<file path="src/rtl/log_shifter.sv">
module log_shifter #(
  parameter int WIDTH = 8
) (
  input  logic [WIDTH-1:0]         din,
  input  logic [$clog2(WIDTH)-1:0] amount,
  input  logic [2:0]               op,
  output logic [WIDTH-1:0]         dout
);
  localparam int STAGES = $clog2(WIDTH);

  localparam logic [2:0] OP_LSL = 3'b000;
  localparam logic [2:0] OP_LSR = 3'b001;
  localparam logic [2:0] OP_ASR = 3'b010;
  localparam logic [2:0] OP_ROL = 3'b011;
  localparam logic [2:0] OP_ROR = 3'b100;

  logic go_left, rotating, sign_fill, known_op;
  logic [WIDTH-1:0] stage [STAGES+1];

  assign go_left   = (op == OP_LSL) || (op == OP_ROL);
  assign rotating  = (op == OP_ROL) || (op == OP_ROR);
  assign sign_fill = (op == OP_ASR) && din[WIDTH-1];
  assign known_op  = (op <= OP_ROR);

  assign stage[0] = din;

  for (genvar s = 0; s < STAGES; s++) begin : g_stage
    localparam int D = 1 << s;
    logic [D-1:0]     fill_lo, fill_hi;
    logic [WIDTH-1:0] moved_l, moved_r;

    assign fill_lo = rotating ? stage[s][WIDTH-1:WIDTH-D] : '0;
    assign fill_hi = rotating  ? stage[s][D-1:0] :
                     sign_fill ? {D{1'b1}} : '0;
    assign moved_l = {stage[s][WIDTH-1-D:0], fill_lo};
    assign moved_r = {fill_hi, stage[s][WIDTH-1:D]};
    assign stage[s+1] = !amount[s] ? stage[s] : (go_left ? moved_l : moved_r);
  end

  assign dout = known_op ? stage[STAGES] : din;
endmodule

</file>
<file path="config.mk">
export PLATFORM = sky130hd
export DESIGN_NAME = log_shifter
export DESIGN_NICKNAME = d
export VERILOG_FILES = /design/src/rtl/log_shifter.sv
export SDC_FILE = /design/constraint.sdc
export NUM_CORES = 1
export LEC_CHECK = 0
export BUFFER_PORTS_ARGS = -buffer_cell sky130_fd_sc_hd__buf_2
export CORE_UTILIZATION = 52
export DETAILED_ROUTE_END_ITERATION = 8
export PLACE_DENSITY = 0.81
export SLEW_MARGIN = 30
export SYNTH_ARGS = -nofsm -noshare
export SYNTH_HDL_FRONTEND = slang
export SYNTH_SLANG_ARGS = --single-unit
</file>
<file path="constraint.sdc">
create_clock -name vclk -period 2.1
set_clock_uncertainty 0.15 [all_clocks]
set_input_delay 0.42 -clock vclk [all_inputs]
set_output_delay 0.42 -clock vclk [all_outputs]
set_load 0.01 [all_outputs]
</file>
==> run summary, run 1 <==
Run status: stopped before the end
Failed at: clock tree synthesis (4_1_cts)
Error: [ERROR DPL-0038] Utilization greater than 100%, impossible to legalize
Row count: 14
PortBufs: 22
Sequential fraction of the synthesis area: 0%
Die Y: 43.8 um
Synth top area cells: o21ai_0 (6.1%), nor2_1 (5.8%), a311oi_1 (5.8%)
Yosys warnings: 0
Placer Congestion: 0.952
Post-synth cell types: 50
Post-CTS Setup Inserts: 5
Initial Util: 57.7%
Post-Syn Nets: 160
Top-area cell type share of the netlist area: 6.05%
Dpl cells: 212
IO Pins: 22
Synth area leader: o21ai_0
Mapped Cells: 146
Post-CTS Resized: 46
Mapped Area: 910 um2
Hold buffers post-CTS: 0
Mean Syn Cell Area: 6.23 um2
Die width: 43.8 um
HPWL Detailed: 2920 um
## cells in the mapped netlist, drive strengths merged, types with 2 or more instances
cell type	number
o21ai	20
nor2	15
nand2	13
a21oi	8
nor2b	8
buf	7
a311oi	6
a31oi	6
clkbuf	6
nand3	6
inv	5
mux2i	4
o22ai	4
a32oi	3
nor3	3
o211a	3
o211ai	3
or3	3
a211oi	2
a221oi	2
and3b	2
## metrics by stage
stage | worst slack, ps | util, % | hold WS, ps | cell area [um2]
after detailed placement | -628 | 85.6 | 1140 | 1350
after global placement | -549 | 85.6 | 1130 | 1350
after floorplan | -92.0 | - | 854 | 985
## cells by family after synthesis
group | count (synthesis) | synth area share, %
muxes | 5 | 5.64
xor gates and xnor gates | 2 | 3.58
AOI/OAI and AO/OA | 65 | 50.2
and+or+nand+nor | 56 | 31.2
buffers and inverters | 18 | 9.35
==> run 2, diff against run 1 <==
Settings changed: CORE_AREA set to 2 2 63 65, CORE_UTILIZATION 52 to unset, DIE_AREA set to 0 0 65 67, PLACE_DENSITY 0.81 to unset, PLACE_DENSITY_LB_ADDON set to 0.15.
Clock period 2.1 ns to 2.7 ns, I/O delays scaled along.
==> run summary, run 2 <==
Antenna Cells: 0
Run status: finished, violations left
Critical Path End Type: output pin
Sw power: 164 uW
Initial drt markers: 82
Die Y: 67 um
Max IR drop VDD: 0.0767 mV
Leak: 0.624 nW
Initial Util: 25.2%
CP Class: primary input to output pin
Share of power burned in registers: 0%
Sequential fraction of the synthesis area: 0%
Mapped Area: 910 um2
Design Power: 307 uW
Die width: 65 um
Post-synth cell types: 50
Most frequent cells in the layout: buf_4 (29), buf_2 (19), nor2_1 (14)
Core area: 0.00361 mm2
Fin. Hold Viols: 0
TritonRoute pass-1 iters: 4
Hold Path Depth: 4
Vias: 1,349
Antenna-violating nets left: 0
Vias in the first global route: 1,310
Startpoint Class: primary input
Pint: 142 uW
Synth top area cells: o21ai_0 (6.1%), nor2_1 (5.8%), a311oi_1 (5.8%)
IO Pins: 22
Top-count cell post-synth: nor2_1
Hold Path Class: primary input to output pin
Max Clk Rate: 0.361 GHz
First-pass GRT wire length: 6050 um
Worst Max-Slew Pin Slew: 426 ps
DR DRC count: 0
HPWL Detailed: 2810 um
Failing checks: setup timing
Wire per inst: 16.1 um
Pin count of the biggest net entering global routing: 24
Period utilization: 103%
Critical hold path startpoint: amount[2]
Setup ws final: -73.2 ps
Synth area leader: o21ai_0
Mean Syn Cell Area: 6.23 um2
Power Dens Cells: 202 mW/mm2
GRT Residual Overflow: 0
Nets@finish: 206
# clk buffers: 0
CP Data Required Time: 2010 ps
RSZ-0062 raised after global routing: true
Antenna violations before repair: 0
Drt total wl: 3820 um
# Max-Cap Violations: 0
Commonest cells in the netlist: nor2_1 (14), nand2_1 (12), o21ai_0 (11), nor2b_1 (8), o21ai_1 (8)
Fin crit period: 2770 ps
Yosys warnings: 0
Post-Syn Nets: 160
Final setup viols: 7
FF+latch area: 0 um2
Top-area cell type share of the netlist area: 6.05%
Max-slew headroom: 71.6%
Total die area: 0.00436 mm2
Tot GR Track Use: 17.4%
Crit path arrival time: 2080 ps
FF+latch count: 0
Layout cells sized above 1: 50.0%
Most common cell after layout, fill and taps aside: buf_4
PortBufs: 22
Critical-path maximum fanout: 7
Synthesis-to-layout area growth: 66.4%
Combinational share of power: 100.0%
Hold buffers post-CTS: 0
Row count: 22
Fin Hold WS: 1410 ps
Vias per inst: 5.67
Max-slew violation count: 0
Placer Congestion: 0.854
Mapped Cells: 146
Hold endpoint: dout[2]
Sw frac: 53.6%
Clk pwr share: 0%
[run 2: how the worst max path moves through the flow]
stage	startpoint	endpoint	slack (ps)	cells after the start
after floorplan	amount[0]	dout[3]	90	7
after CTS	op[0]	dout[0]	-80	9
after global routing	op[1]	dout[4]	-160	8
after global placement	op[0]	dout[3]	-220	8
final	op[2]	dout[3]	-70	9
after detailed placement	op[0]	dout[3]	-250	8
[run 2: repair_timing]
item	CTS	global route
pin swaps	19	16
buffers inserted	6	1
endpoints found under the setup margin	8	8
resized for setup	32	26
cloned	0	0
[run 2: power by group through the flow]
stage               Clock (mW)  Sequential (mW)  Combinational [mW]
finish                       0                0               0.307
global route                 0                0               0.331
CTS                          0                0               0.275
detailed placement           0                0               0.240
global placement             0                0               0.238
floorplan                    0                0               0.141
[run 2: kinds of logic after synthesis]
logic type | synth area share [%]
AOI/OAI and AO/OA | 50.2
and+or+nand+nor | 31.2
buffers and inverters | 9.35
muxes | 5.64
xor gates and xnor gates | 3.58
[run 2: metrics by stage]
| stage | utilization, % | instances | instance area (um2) | TNS [ps] | worst slack, ps |
|---|---|---|---|---|---|
| finish | 42.0 | 238 | 1510 | -320 | -73.2 |
| global route | 42.0 | 238 | 1510 | -1010 | -163 |
| CTS | 38.7 | 237 | 1400 | -188 | -78.5 |
| detailed placement | 33.9 | 231 | 1220 | -1410 | -254 |
| global placement | 33.9 | 231 | 1220 | -1200 | -217 |
| floorplan | - | 146 | 910 | 0 | 88.7 |
[run 2: worst max-delay path, cell delays in order]
cell and delay (ps):
buf_4 140, buf_6 140, buf_4 140, o21ai_2 170, a311oi_2 120, a21oi_2 240
o32ai_2 130, or3_1 320, buf_2 150
[run 2: cell type report]
type	count	area (um2)
tap	48	60.1
inverter	5	18.8
timing repair buffer	57	432
fill	404	2090
multi-input combinational	128	1000
[run 2: metal layers]
layer	vias up	track usage, %	routed length (um)
met5	-	0	0
met4	0	3.99	61
met3	7	0.169	183
met2	48	31.2	1870
met1	637	23.1	1710
li1	657	-	-
Note: power is estimated with default switching activity, not from simulation.
